==> src/rtl/uart_loop_pkg.sv <==
package uart_loop_pkg;

    typedef enum logic [1:0] {
        LM_NORMAL = 2'b00,
        LM_ECHO   = 2'b01,
        LM_LOCAL  = 2'b10,
        LM_REMOTE = 2'b11
    } loop_mode_e;

    localparam int CHAR_W_DEF = 8;
    localparam int AGE_W_DEF  = 8;
    localparam int DEPTH_DEF  = 4;

endpackage

==> src/rtl/uart_loop_mux.sv <==
module uart_loop_mux
    import uart_loop_pkg::*;
(
    input  logic [1:0] mode,
    input  logic       core_txd,
    input  logic       line_rxd,
    output logic       core_rxd,
    output logic       line_txd
);

    loop_mode_e mode_e;

    always_comb begin
        mode_e = loop_mode_e'(mode);
        case (mode_e)
            LM_NORMAL: begin
                line_txd = core_txd;
                core_rxd = line_rxd;
            end
            LM_ECHO: begin
                line_txd = line_rxd;
                core_rxd = line_rxd;
            end
            LM_LOCAL: begin
                line_txd = 1'b1;
                core_rxd = core_txd;
            end
            default: begin
                line_txd = line_rxd;
                core_rxd = 1'b1;
            end
        endcase
    end

endmodule

==> src/rtl/uart_echo_queue.sv <==
module uart_echo_queue #(
    parameter int DEPTH  = 4,
    parameter int CHAR_W = 8,
    parameter int AGE_W  = 8
) (
    input  logic              clk,
    input  logic              rst_n,
    input  logic              flush,
    input  logic              push,
    input  logic [CHAR_W-1:0] push_data,
    input  logic              pop,
    input  logic              tick,
    input  logic [AGE_W-1:0]  limit,
    output logic              head_vld,
    output logic [CHAR_W-1:0] head_data,
    output logic              head_expired,
    output logic              full
);

    localparam int CNT_W = $clog2(DEPTH + 1);
    localparam logic [AGE_W-1:0] AGE_MAX = {AGE_W{1'b1}};

    typedef struct packed {
        logic [DEPTH-1:0][CHAR_W-1:0] data;
        logic [DEPTH-1:0][AGE_W-1:0]  age;
        logic [CNT_W-1:0]             cnt;
    } q_state_t;

    q_state_t st_d, st_q;

    always_comb begin
        st_d = st_q;
        if (flush) begin
            st_d.cnt = '0;
        end else begin
            if (pop && st_q.cnt != '0) begin
                for (int i = 0; i < DEPTH - 1; i++) begin
                    st_d.data[i] = st_q.data[i+1];
                    st_d.age[i]  = st_q.age[i+1];
                end
                st_d.cnt = st_q.cnt - 1'b1;
            end
            if (tick) begin
                for (int i = 0; i < DEPTH; i++) begin
                    if (CNT_W'(i) < st_d.cnt && st_d.age[i] != AGE_MAX) begin
                        st_d.age[i] = st_d.age[i] + 1'b1;
                    end
                end
            end
            if (push && st_d.cnt < CNT_W'(DEPTH)) begin
                for (int i = 0; i < DEPTH; i++) begin
                    if (CNT_W'(i) == st_d.cnt) begin
                        st_d.data[i] = push_data;
                        st_d.age[i]  = '0;
                    end
                end
                st_d.cnt = st_d.cnt + 1'b1;
            end
        end
    end

    always_ff @(posedge clk or negedge rst_n) begin
        if (!rst_n) begin
            st_q <= '0;
        end else begin
            st_q <= st_d;
        end
    end

    assign head_vld     = st_q.cnt != '0;
    assign head_data    = st_q.data[0];
    assign head_expired = head_vld && (st_q.age[0] >= limit);
    assign full         = st_q.cnt == CNT_W'(DEPTH);

    AST_POP_HAS_HEAD: assert property (@(posedge clk) disable iff (!rst_n)
        pop |-> head_vld);

    AST_PUSH_HAS_ROOM: assert property (@(posedge clk) disable iff (!rst_n)
        push |-> (!full || pop));

    AST_FLUSH_EMPTIES: assert property (@(posedge clk) disable iff (!rst_n)
        flush |=> !head_vld);

endmodule

==> src/rtl/uart_echo_check.sv <==
module uart_echo_check #(
    parameter int CHAR_W = 8
) (
    input  logic              clk,
    input  logic              rst_n,
    input  logic              chk_en,
    input  logic              tx_stb,
    input  logic              rx_stb,
    input  logic [CHAR_W-1:0] rx_chr,
    input  logic              head_vld,
    input  logic [CHAR_W-1:0] head_data,
    input  logic              head_expired,
    input  logic              full,
    input  logic [1:0]        stat_clr,
    output logic              push,
    output logic              pop,
    output logic              flush,
    output logic              err_mismatch,
    output logic              err_timeout
);

    typedef struct packed {
        logic mis;
        logic tmo;
    } flag_t;

    flag_t fl_d, fl_q;
    logic  set_mis, set_tmo;

    always_comb begin
        flush   = !chk_en;
        set_tmo = chk_en && head_vld && head_expired;
        pop     = chk_en && head_vld && (head_expired || rx_stb);
        set_mis = chk_en && rx_stb && !head_expired &&
                  (!head_vld || (rx_chr != head_data));
        push    = chk_en && tx_stb && (!full || pop);

        fl_d     = fl_q;
        fl_d.mis = set_mis || (fl_q.mis && !stat_clr[0]);
        fl_d.tmo = set_tmo || (fl_q.tmo && !stat_clr[1]);
    end

    always_ff @(posedge clk or negedge rst_n) begin
        if (!rst_n) begin
            fl_q <= '0;
        end else begin
            fl_q <= fl_d;
        end
    end

    assign err_mismatch = fl_q.mis;
    assign err_timeout  = fl_q.tmo;

    AST_MISMATCH_SETS: assert property (@(posedge clk) disable iff (!rst_n)
        (chk_en && rx_stb && head_vld && !head_expired && rx_chr != head_data)
        |=> err_mismatch);

    AST_TIMEOUT_SETS: assert property (@(posedge clk) disable iff (!rst_n)
        (chk_en && head_vld && head_expired) |=> err_timeout);

    AST_FLAG_STICKY: assert property (@(posedge clk) disable iff (!rst_n)
        (err_mismatch && !stat_clr[0]) |=> err_mismatch);

    AST_QUIET_WHEN_OFF: assert property (@(posedge clk) disable iff (!rst_n)
        (!chk_en && !err_timeout && !err_mismatch) |=> (!err_timeout && !err_mismatch));

endmodule

==> src/rtl/uart_loop_ctrl.sv <==
module uart_loop_ctrl
    import uart_loop_pkg::*;
#(
    parameter int DEPTH  = DEPTH_DEF,
    parameter int CHAR_W = CHAR_W_DEF,
    parameter int AGE_W  = AGE_W_DEF
) (
    input  logic              clk,
    input  logic              rst_n,
    input  logic [1:0]        cfg_mode,
    input  logic              cfg_chk_en,
    input  logic [AGE_W-1:0]  cfg_tmo_lim,
    input  logic              bit_tick,
    input  logic              tx_stb,
    input  logic [CHAR_W-1:0] tx_chr,
    input  logic              rx_stb,
    input  logic [CHAR_W-1:0] rx_chr,
    input  logic [1:0]        stat_clr,
    input  logic              core_txd,
    output logic              core_rxd,
    input  logic              line_rxd,
    output logic              line_txd,
    output logic              err_mismatch,
    output logic              err_timeout,
    output logic              irq
);

    logic              q_push, q_pop, q_flush;
    logic              q_head_vld, q_head_exp, q_full;
    logic [CHAR_W-1:0] q_head_data;

    uart_loop_mux u_mux (
        .mode     (cfg_mode),
        .core_txd (core_txd),
        .line_rxd (line_rxd),
        .core_rxd (core_rxd),
        .line_txd (line_txd)
    );

    uart_echo_queue #(
        .DEPTH  (DEPTH),
        .CHAR_W (CHAR_W),
        .AGE_W  (AGE_W)
    ) u_queue (
        .clk          (clk),
        .rst_n        (rst_n),
        .flush        (q_flush),
        .push         (q_push),
        .push_data    (tx_chr),
        .pop          (q_pop),
        .tick         (bit_tick),
        .limit        (cfg_tmo_lim),
        .head_vld     (q_head_vld),
        .head_data    (q_head_data),
        .head_expired (q_head_exp),
        .full         (q_full)
    );

    uart_echo_check #(
        .CHAR_W (CHAR_W)
    ) u_check (
        .clk          (clk),
        .rst_n        (rst_n),
        .chk_en       (cfg_chk_en),
        .tx_stb       (tx_stb),
        .rx_stb       (rx_stb),
        .rx_chr       (rx_chr),
        .head_vld     (q_head_vld),
        .head_data    (q_head_data),
        .head_expired (q_head_exp),
        .full         (q_full),
        .stat_clr     (stat_clr),
        .push         (q_push),
        .pop          (q_pop),
        .flush        (q_flush),
        .err_mismatch (err_mismatch),
        .err_timeout  (err_timeout)
    );

    assign irq = err_mismatch || err_timeout;

    AST_IRQ_RISE_CAUSE: assert property (@(posedge clk) disable iff (!rst_n)
        $rose(irq) |-> $past(cfg_chk_en));

endmodule

==> config.mk <==
export PLATFORM = sky130hd
export DESIGN_NAME = uart_loop_ctrl
export DESIGN_NICKNAME = d
export VERILOG_FILES = /design/src/rtl/uart_loop_pkg.sv /design/src/rtl/uart_loop_mux.sv /design/src/rtl/uart_echo_queue.sv /design/src/rtl/uart_echo_check.sv /design/src/rtl/uart_loop_ctrl.sv
export SDC_FILE = /design/constraint.sdc
export NUM_CORES = 1
export LEC_CHECK = 0
export ABC_CLOCK_PERIOD_IN_PS = 4700
export BUFFER_PORTS_ARGS = -buffer_cell sky130_fd_sc_hd__clkbuf_2
export CORE_MARGIN = 3
export CORE_UTILIZATION = 55
export CTS_CLUSTER_DIAMETER = 120
export DETAILED_ROUTE_END_ITERATION = 7
export PLACE_DENSITY = 0.74
export SYNTH_ARGS = -nofsm -noshare
export SYNTH_HDL_FRONTEND = slang
export SYNTH_SLANG_ARGS = --single-unit
==> constraint.sdc <==
create_clock -name clk -period 4.7 [get_ports clk]
set_input_delay 0.47 -clock clk [delete_from_list [all_inputs] [get_ports clk]]
set_output_delay 0.47 -clock clk [all_outputs]
set_load 0.02 [all_outputs]
==> qor.txt, run 1 <==
Syn. warnings -> 0
slowest stage delay, CP -> 540 ps
sequential share of the synthesized area -> 0.349
post-DR wirelength/cell -> 18.3 um
setup TNS -> 0 ps
share of cells above drive strength 1 -> 0.163
Crit Path Class -> flip-flop to flip-flop
clock-pin slew on the worst setup and hold paths -> 90 ps
VDD IR max -> 0.000235 V
First-pass DRT Iterations -> 5
Synth Net Count -> 627
XOR/XNOR Fraction of Synth Area -> 0.0422
design area -> 5400 um2
GRT Max-Usage Layer -> met2
CTS sink cnt -> 69
grt met3 use -> 0.0540
static leakage -> 2.49 nW
Worst EP required -> 4990 ps
Iter 0 DRT Violations -> 387
GPL Wtd Cong -> 0.932
post-DP HPWL -> 9140 um
largest net degree at the start of global routing -> 50
Synth Area in Adders -> 0.0404
first-pass GRT wire length -> 21900 um
final worst-path cycle share -> 0.910
# IOs -> 41
Max-Cap Viols -> 0
relative slew slack -> 0.281
distinct cell type count after synthesis -> 74
die area -> 10200 um2
# setup viols final -> 0
worst-path fanout max -> 9
crit-path cells -> inv_1 > ha_1 > nand2b_4 > a2111o_1 > a2111oi_4 > nor2_4 > nand2_1 > nand2_1 > ha_1 > nand3_1 > a2bb2oi_1 > nand3_1 > nor3_1 > o22ai_1 > or4_1 > a211oi_1 > a211o_1
GRT Overall Usage -> 0.269
worst path arrival time -> 4570 ps
Post-Synthesis Cells -> 575
Max Fclk -> 234 MHz
via count -> 4611
fin nets -> 656
Post-Syn Area -> 4950 um2
final hold vios -> 0
WL final -> 13100 um
grt total ovfl -> 0
clock power share -> 0.176
initial antenna violation count -> 0
Area Overhead vs Synth -> 9.12%
Die Ht -> 101 um
sw power -> 0.00120 W
vias in the first global route -> 4569
clk_skew -> 10.3 ps
hold buffer count at cts -> 0
Initial Util -> 0.585
vias per inst -> 6.46
status -> finished, final reports clean
Clock Latency Late Sink -> 350 ps
# DRC -> 0
met1 Usage GRT -> 0.357
Seq pwr share -> 0.368
worst hold slack -> 281 ps
number of I/O port buffers -> 40
setup bufs post-CTS -> 0
Avg Cell Area, Syn -> 8.61 um2
EDFF count, synth -> 0
compound-cell area share of the yosys netlist -> 0.224
row count -> 33
ANT nets after route -> 0
power density over cell area -> 491 nW/um2
Core Area -> 8460 um2
M2 GR Usage -> 0.425
Main synth FF type -> dfrtp_1
Yosys reg bits -> 69
RSZ-0062 raised after global routing -> false
HP Class -> primary input to flip-flop
largest family of logic cells by synthesized area -> compound AO/OA/AOI/OAI gates
Sw Share -> 0.451
CTS buffer count -> 9
Final min period -> 4280 ps
ant diodes -> 0
Startpoint Class -> flip-flop
H-tree Lvls -> 3
Top delay family on crit path -> compound AO/OA/AOI/OAI gates
worst slew pin tran -> 1080 ps
TritonCTS clock tree -> yes
power share of the combinational group -> 0.456
WP buf/inv -> 1
root buf cell -> clkbuf_8
cell internal pwr -> 0.00145 W
overall power -> 0.00265 W
Setup crit end kind -> flip-flop
clk buf depth -> 2
Async SR Flop Fraction -> 1.00
cts repair resizes -> 0
Synth Area in Simple Gates -> 0.214
mux share of post-synthesis cell area -> 0.0781
die width -> 101 um
CP max stage cell -> or4_1
number of max-slew violations in the final report -> 0
Placed Area -> 5220 um2
## cell families (layout without fill, tap and decap cells)
family                   Yosys count  in the layout
AO/OA/AOI/OAI                    157            157
AND/OR/NAND/NOR                  213            213
buffers and inverters             60             94
XOR/XNOR                          23             23
multiplexers                      37             37
adder cells (fa/ha/maj)           16             16
flip-flops                        69             69
## per-layer routing
layer  up-vias  routed length (um)
met5         -                   0
met4         0                 371
met3        40                 926
met2       202                6100
met1      2193                5650
li1       2176                   -
## registers in the layout, summed over array words and instances (netlist names)
register and flops:
u_queue.head_data 8, u_queue.st_q 59, u_check.err_timeout 1, u_check.err_mismatch 1
## cells in the final DEF (no fill, tap or decap), types with 3 or more instances in the layout
master	Yosys	routed
mux2_2	13	13
o211ai_1	3	3
xor2_1	14	14
clkbuf_2	0	39
or4_1	3	3
nand2_1	72	72
nor3b_1	4	4
buf_4	3	13
o31ai_1	9	9
o2bb2ai_1	8	8
mux2i_1	24	24
and2_1	5	5
o311a_1	5	5
a211o_1	5	5
nor4_1	5	5
xnor2_1	8	8
a21oi_1	27	27
ha_1	16	16
or3_1	3	3
o32ai_1	3	3
dfrtp_1	69	69
and3_1	11	11
o22ai_1	3	3
a22o_1	3	3
nor2_1	36	35
o31a_1	3	3
clkbuf_8	0	9
inv_1	25	25
inv_6	0	3
nor3_1	20	19
a211oi_1	5	5
nand4_1	10	10
nand3_1	26	26
a31oi_1	14	14
o21ai_0	40	39
## synthesized netlist by cell type (3+ instances only)
cell type,n,area [um2]
nand2_1,72,270
nor3b_1,4,30.0
nor2_1,36,135
nand4_1,10,62.6
and3_1,11,68.8
a211oi_1,5,37.5
mux2_2,13,146
mux2i_1,24,240
o22ai_1,3,18.8
xor2_1,14,123
nor3_1,20,100
o32ai_1,3,26.3
o21ai_0,40,200
o311a_1,5,50.1
nor4_1,5,31.3
a31oi_1,14,87.6
o31a_1,3,26.3
buf_2,9,45.0
a21oi_1,27,135
nand3_1,26,130
o2bb2ai_1,8,70.1
buf_1,4,15.0
xnor2_1,8,70.1
a211o_1,5,43.8
ha_1,16,200
buf_4,3,22.5
clkbuf_1,17,63.8
inv_1,25,93.8
dfrtp_1,69,1730
or4_1,3,22.5
and2_1,5,31.3
o31ai_1,9,67.6
or3_1,3,18.8
a22o_1,3,26.3
o211ai_1,3,22.5
## stage by stage
step | utilization | setup WS, ps | instances
2_1_floorplan | - | 411 | 575
3_3_place_gp | 0.617 | 612 | 698
3_5_place_dp | 0.617 | 431 | 698
4_1_cts | 0.638 | 507 | 714
5_1_grt | 0.638 | 223 | 714
6_report | 0.638 | 424 | 714
## path summary, 6_finish.rpt
kind / startpoint / end / slack [ps] / depth (start not counted)
min reg2reg: u_queue.st_q[64]$_DFFE_PN0P_ / u_queue.st_q[64]$_DFFE_PN0P_ / 520 / 1
max in group asynchronous: rst_n / u_queue.st_q[53]$_DFFE_PN0P_ / 3460 / 2
min in group asynchronous: rst_n / u_queue.st_q[5]$_DFFE_PN0P_ / 290 / 1
max reg2reg: u_queue.st_q[3]$_DFFE_PN0P_ / u_queue.st_q[17]$_DFFE_PN0P_ / 420 / 17
min: stat_clr[1] / u_check.err_timeout$_DFF_PN0_ / 280 / 2
max: u_queue.st_q[3]$_DFFE_PN0P_ / u_queue.st_q[17]$_DFFE_PN0P_ / 420 / 17
## area by class of cell
class / count / area [um2]
Fill cell: 734 / 3060
Multi-Input combinational cell: 446 / 2970
Sequential cell: 69 / 1730
Timing Repair Buffer: 53 / 298
Tap cell: 105 / 131
Clock buffer: 9 / 124
Inverter: 25 / 93.8
Clock inverter: 7 / 55.1
## power groups by stage
stage	registers, W	logic [W]	clock network [W]
6_report	0.000976	0.00121	0.000465
5_1_grt	0.00100	0.00135	0.000495
4_1_cts	0.000969	0.00119	0.000470
3_5_place_dp	0.000980	0.00119	0
3_3_place_gp	0.000974	0.00114	0
2_1_floorplan	0.000909	0.000934	0
No activity file was read; power rests on OpenSTA's default activity.
==> inputs of run 2 (changes only) <==
- CORE_MARGIN: 3 -> 2
- CORE_UTILIZATION: 55 -> 60
- PLACE_DENSITY: 0.74 -> 0.8
==> run 2 against run 1 <==
Effect of this change: combinational power hardly changed; global-route usage grew 3.3 points; critical path depth did not move; core utilization rose by 3.3 points; final area increased by 0.56%; clock power up 5.6%; highest routed layer unchanged; largest cell class unchanged; power rose by 1.4%; non-clock buffer count is 2 higher; die area decreased by 12%.
==> qor.txt, run 2 (synthesis gave the netlist of run 1 again) <==
HP Class -> primary input to async pin
hold buffer count at cts -> 0 (unchanged)
# IOs -> 41 (unchanged)
largest reg by FF count -> u_queue.st_q
vias per inst -> 6.50 (+0.69%)
RSZ-0062 raised after global routing -> false
Clock Latency Late Sink -> 370 ps (+20 ps)
setup slack after layout -> 540 ps (+117 ps)
clock-pin slew on the worst setup and hold paths -> 90 ps (about the same)
Initial Util -> 0.612 (+0.0269)
crit-path cells -> inv_1 > ha_1 > nand2b_4 > a2111o_1 > a2111oi_4 > nor2_4 > nand2_1 > nand2_1 > ha_1 > nand3_1 > a2bb2oi_1 > nand3_1 > nor3_1 > o22ai_1 > or4_1 > a211oi_1 > a211o_1
max reg flops -> 59 (unchanged)
post-DP HPWL -> 9210 um (+0.75%)
R2R setup slack -> 540 ps (+120 ps)
Iter 0 DRT Violations -> 478 (+24%)
Max Fclk -> 240 MHz (+2.8%)
power density over cell area -> 495 nW/um2 (+0.89%)
Finished Layout Cells -> 716 (+0.28%)
number of max-slew violations in the final report -> 0 (unchanged)
post-DR wirelength/cell -> 17.9 um (-1.9%)
CTS sink cnt -> 69 (unchanged)
root buf cell -> clkbuf_8
Max-Cap Viols -> 0 (unchanged)
Area Overhead vs Synth -> 9.73%
highest-count cells in the layout ignoring fill and taps -> nand2_1 (72), dfrtp_1 (69), o21ai_0 (39), clkbuf_2 (39), nor2_1 (35)
number of I/O port buffers -> 40 (unchanged)
Crit Path Class -> flip-flop to flip-flop
fill count -> 684 (-6.8%)
CP max stage cell -> or4_1
vias in the first global route -> 4505 (-1.4%)
WP buf/inv -> 1 (unchanged)
Worst EP required -> 5010 ps (+20 ps)
First-pass DRT Iterations -> 4 (-1)
H-tree Lvls -> 3 (unchanged)
die width -> 94.8 um (-6.0%)
clk buf depth -> 2 (unchanged)
Final min period -> 4160 ps (-117 ps)
Stages on worst setup path -> 17 (unchanged)
setup TNS -> 0 ps (unchanged)
clk_skew -> 10.8 ps (+0.515 ps)
# setup viols final -> 0 (unchanged)
worst slew pin tran -> 641 ps (-437 ps)
worst hold slack -> 97.4 ps (-184 ps)
worst-path fanout max -> 20 (+11)
first-pass GRT wire length -> 21300 um (-2.8%)
ANT nets after route -> 0 (unchanged)
Core Area -> 8090 um2 (-4.4%)
crit path from -> u_queue.st_q[3]$_DFFE_PN0P_
R2R depth -> 17 (unchanged)
CTS buffer count -> 9 (unchanged)
setup bufs post-CTS -> 0 (unchanged)
cts repair resizes -> 0 (unchanged)
Placed Area -> 5240 um2 (+0.29%)
Setup crit end kind -> flip-flop
static leakage -> 2.50 nW (+0.64%)
slowest stage delay, CP -> 520 ps (-20 ps)
pre-CTS setup slack -> 464 ps (+33.3 ps)
DP Cell Count -> 700 (+0.29%)
WL final -> 12800 um (-1.6%)
via count -> 4656 (+0.98%)
Startpoint Class -> flip-flop
die area -> 8990 um2 (-12%)
design area -> 5430 um2 (+0.56%)
row count -> 33 (unchanged)
worst r2r src -> u_queue.st_q[3]$_DFFE_PN0P_
final worst-path cycle share -> 0.885 (-0.0248)
largest net degree at the start of global routing -> 44 (-12%)
final hold vios -> 0 (unchanged)
VDD IR max -> 0.000257 V (+9.5%)
fin nets -> 658 (+0.30%)
worst path arrival time -> 4470 ps (-100 ps)
share of cells above drive strength 1 -> 0.165 (+0.00274)
grt total ovfl -> 0 (unchanged)
relative slew slack -> 0.572 (+0.291)
TritonCTS clock tree -> yes
# DRC -> 0 (unchanged)
reg2reg end -> u_queue.st_q[17]$_DFFE_PN0P_
initial antenna violation count -> 0 (unchanged)
GRT Overall Usage -> 0.302 (+0.0330)
ant diodes -> 0 (unchanged)
Top delay family on crit path -> compound AO/OA/AOI/OAI gates
Die Ht -> 94.8 um (-6.0%)
GPL Wtd Cong -> 0.910 (-2.3%)
status -> finished, final reports clean
most common cell after layout, fill and taps aside -> nand2_1
## run 2: routing by layer
layer | GRT usage | vias to the layer above | part of all wire
met5 | 0 | - | 0
met4 | 0.120 | 0 | 0.020
met3 | 0.0367 | 24 | 0.063
met2 | 0.514 | 187 | 0.50
met1 | 0.392 | 2265 | 0.42
li1 | - | 2180 | -
## run 2: how the worst max path moves through the flow
| stage | slack (ps) | end |
|---|---|---|
| final | 540 | u_queue.st_q[17]$_DFFE_PN0P_ |
| after detailed placement | 460 | u_queue.st_q[17]$_DFFE_PN0P_ |
| after global placement | 620 | u_queue.st_q[17]$_DFFE_PN0P_ |
| after global routing | 160 | u_queue.st_q[17]$_DFFE_PN0P_ |
| after CTS | 570 | u_queue.st_q[17]$_DFFE_PN0P_ |
| after floorplan | 410 | u_queue.st_q[17]$_DFFE_PN0P_ |
## run 2: power breakdown
part	total (W)	switching (W)	internal (W)
combinational	0.00122	0.000729	0.000487
clock	0.000491	0.000281	0.000210
sequential	0.000983	0.000205	0.000778
## run 2: metrics by stage
stage          power [W]  utilization
6_report         0.00269        0.671
5_1_grt          0.00286        0.671
4_1_cts          0.00267        0.671
3_5_place_dp     0.00218        0.647
3_3_place_gp     0.00212        0.647
2_1_floorplan    0.00184            -
## run 2: worst reg2reg max path: cells and delay by family, from the launching register on
| family | cells | cell delay (ps) |
|---|---|---|
| AOI/OAI and AO/OA | 6 | 1680 |
| and+or+nand+nor | 8 | 1440 |
| adders and majority gates | 2 | 480 |
| DFF | 1 | 390 |
| buffers and inverters | 1 | 100 |
## run 2: area by class of cell
type / instances / area, um2 / area share
sequential: 69 / 1730 / 0.318
tap: 105 / 131 / 0.0242
multi-input combinational: 446 / 2970 / 0.547
clock buffer: 9 / 124 / 0.0228
timing repair buffer: 55 / 313 / 0.0576
clock inverter: 7 / 70.1 / 0.0129
inverter: 25 / 93.8 / 0.0173
==> inputs of run 3 (changes only) <==
- BUFFER_PORTS_ARGS: -buffer_cell sky130_fd_sc_hd__clkbuf_2 -> not set
- CAP_MARGIN: not set -> 20
- DONT_BUFFER_PORTS: not set -> 1
- PLACE_DENSITY: 0.8 -> 0.76
==> run 3 against run 2 <==
Effect of this change: fmax rose by 0.56%; setup slack gained 23 ps; clock-buffer cell count stayed put; wire length decreased by 1.0%; largest power group unchanged; highest routed layer unchanged.
==> qor.txt, run 3 (synthesis gave the netlist of run 1 again) <==
status -> finished, final reports clean
Iter 0 DRT Violations -> 376 (-21%)
Setup crit end kind -> flip-flop
crit-path cells -> inv_1 > ha_1 > nand2b_1 > o311a_1 > nand2_2 > nand2_1 > nand2_1 > ha_1 > nand3_1 > a2bb2oi_1 > nand3_1 > nor3_1 > o22ai_1 > or4_1 > a211oi_1 > a211o_1
post-DP HPWL -> 8770 um (-4.8%)
Max-Cap Viols -> 0 (unchanged)
VDD IR max -> 0.000336 V (+31%)
# setup viols final -> 0 (unchanged)
power density over cell area -> 507 nW/um2 (+2.4%)
R2R depth -> 16 (-1)
TritonCTS clock tree -> yes
CP max stage cell -> dfrtp_1
grt total ovfl -> 0 (unchanged)
First-pass DRT Iterations -> 5 (+1)
# IOs -> 41 (unchanged)
Initial Util -> 0.612 (unchanged)
worst hold slack -> 181 ps (+83.7 ps)
row count -> 33 (unchanged)
Worst EP required -> 4990 ps (-20 ps)
setup TNS -> 0 ps (unchanged)
RSZ-0062 raised after global routing -> false
largest reg by FF count -> u_queue.st_q
ant diodes -> 0 (unchanged)
root buf cell -> clkbuf_8
cts repair resizes -> 0 (unchanged)
static leakage -> 2.35 nW (-5.9%)
most common cell after layout, fill and taps aside -> nand2_1
CTS buffer count -> 9 (unchanged)
relative slew slack -> 0.396 (-0.176)
HP Class -> primary input to flip-flop
fill count -> 663 (-3.1%)
via count -> 4573 (-1.8%)
GRT Overall Usage -> 0.309 (+0.00677)
Startpoint Class -> flip-flop
Die Ht -> 94.8 um (unchanged)
number of max-slew violations in the final report -> 0 (unchanged)
Crit Path Class -> flip-flop to flip-flop
final hold vios -> 0 (unchanged)
CTS sink cnt -> 69 (unchanged)
ANT nets after route -> 0 (unchanged)
die width -> 94.8 um (unchanged)
largest net degree at the start of global routing -> 70 (+59%)
WHS Path Cells -> 1
Final min period -> 4140 ps (-23.0 ps)
final worst-path cycle share -> 0.880 (-0.00489)
worst-path fanout max -> 16 (-20%)
highest-count cells in the layout ignoring fill and taps -> nand2_1 (72), dfrtp_1 (69), o21ai_0 (39)
setup bufs post-CTS -> 0 (unchanged)
Area Overhead vs Synth -> 6.42%
H-tree Lvls -> 3 (unchanged)
number of I/O port buffers -> 0 (-100%)
slowest stage delay, CP -> 510 ps (about the same)
vias in the first global route -> 4467 (-0.84%)
Core Area -> 8090 um2 (unchanged)
hold buffer count at cts -> 2 (+2)
first-pass GRT wire length -> 21700 um (+2.2%)
clock-pin slew on the worst setup and hold paths -> 100 ps (about the same)
max reg flops -> 59 (unchanged)
GPL Wtd Cong -> 0.934 (+2.7%)
die area -> 8990 um2 (unchanged)
post-DR wirelength/cell -> 18.8 um (+4.7%)
clk_skew -> 14.6 ps (+3.76 ps)
WL final -> 12700 um (-1.0%)
Max Fclk -> 242 MHz (+0.56%)
Clock Latency Late Sink -> 360 ps (about the same)
initial antenna violation count -> 0 (unchanged)
worst slew pin tran -> 904 ps (+263 ps)
fin nets -> 619 (-5.9%)
worst path arrival time -> 4430 ps (-40 ps)
vias per inst -> 6.75 (+3.9%)
share of cells above drive strength 1 -> 0.107 (-0.0587)
# DRC -> 0 (unchanged)
clk buf depth -> 2 (unchanged)
## run 3: cell types whose count changed in the layout (fill, tap and decap cells not counted), sizes merged
cell,change
buf,-1
clkbuf,-39
clkinv,+2
clkinvlp,-1
dlygate4sd3,+1
inv,-1
## run 3: critical path: cells and delay by family (launching register included)
kind,cells,cell delay (ps)
buffers and inverters,1,140
adder cells (fa/ha/maj),2,500
AO/OA/AOI/OAI,5,1250
AND/OR/NAND/NOR,8,1690
flip-flops,1,510
## run 3: final timing paths
path / slack (ps) / start / endpoint
worst max-delay path: 560 / u_queue.st_q[0]$_DFF_PN0_ / u_queue.st_q[17]$_DFFE_PN0P_
worst min-delay path: 180 / cfg_chk_en / u_queue.st_q[10]$_DFFE_PN0P_
worst max register to register: 560 / u_queue.st_q[0]$_DFF_PN0_ / u_queue.st_q[17]$_DFFE_PN0P_
worst min register to register: 520 / u_queue.st_q[62]$_DFFE_PN0P_ / u_queue.st_q[62]$_DFFE_PN0P_
max in group asynchronous: 3730 / rst_n / u_queue.st_q[52]$_DFFE_PN0P_
min in group asynchronous: 670 / rst_n / u_queue.st_q[5]$_DFFE_PN0P_
## run 3: report_power, final
| part | internal [W] | switching (W) | total, W |
|---|---|---|---|
| Sequential | 0.000778 | 0.000201 | 0.000979 |
| Combinational | 0.000480 | 0.000715 | 0.00120 |
| Clock | 0.000212 | 0.000285 | 0.000497 |
## run 3: through the flow
step / power (W) / setup WS (ps) / util / cells / cell area, um2
after floorplan: 0.00184 / 411 / - / 575 / 4950
after global placement: 0.00208 / 753 / 0.622 / 659 / 5030
after detailed placement: 0.00214 / 595 / 0.622 / 659 / 5030
after CTS: 0.00265 / 622 / 0.651 / 677 / 5270
after global routing: 0.00286 / 48.5 / 0.651 / 677 / 5270
final: 0.00267 / 563 / 0.651 / 677 / 5270
## run 3: final cells by class
class | instances | area [um2] | area share
clock buffers | 9 | 124 | 0.0235
clock inverters | 7 | 76.3 | 0.0145
inverters | 25 | 93.8 | 0.0178
multi-input cells | 446 | 2970 | 0.564
flip-flops and latches | 69 | 1730 | 0.328
well taps | 105 | 131 | 0.0249
repair buffers | 16 | 143 | 0.0271
## run 3: routing by layer
metal / up-vias / global-route usage / share of wire
li1: 2108 / - / -
met1: 2212 / 0.418 / 0.43
met2: 203 / 0.489 / 0.47
met3: 50 / 0.0551 / 0.065
met4: 0 / 0.132 / 0.035
met5: - / 0 / 0
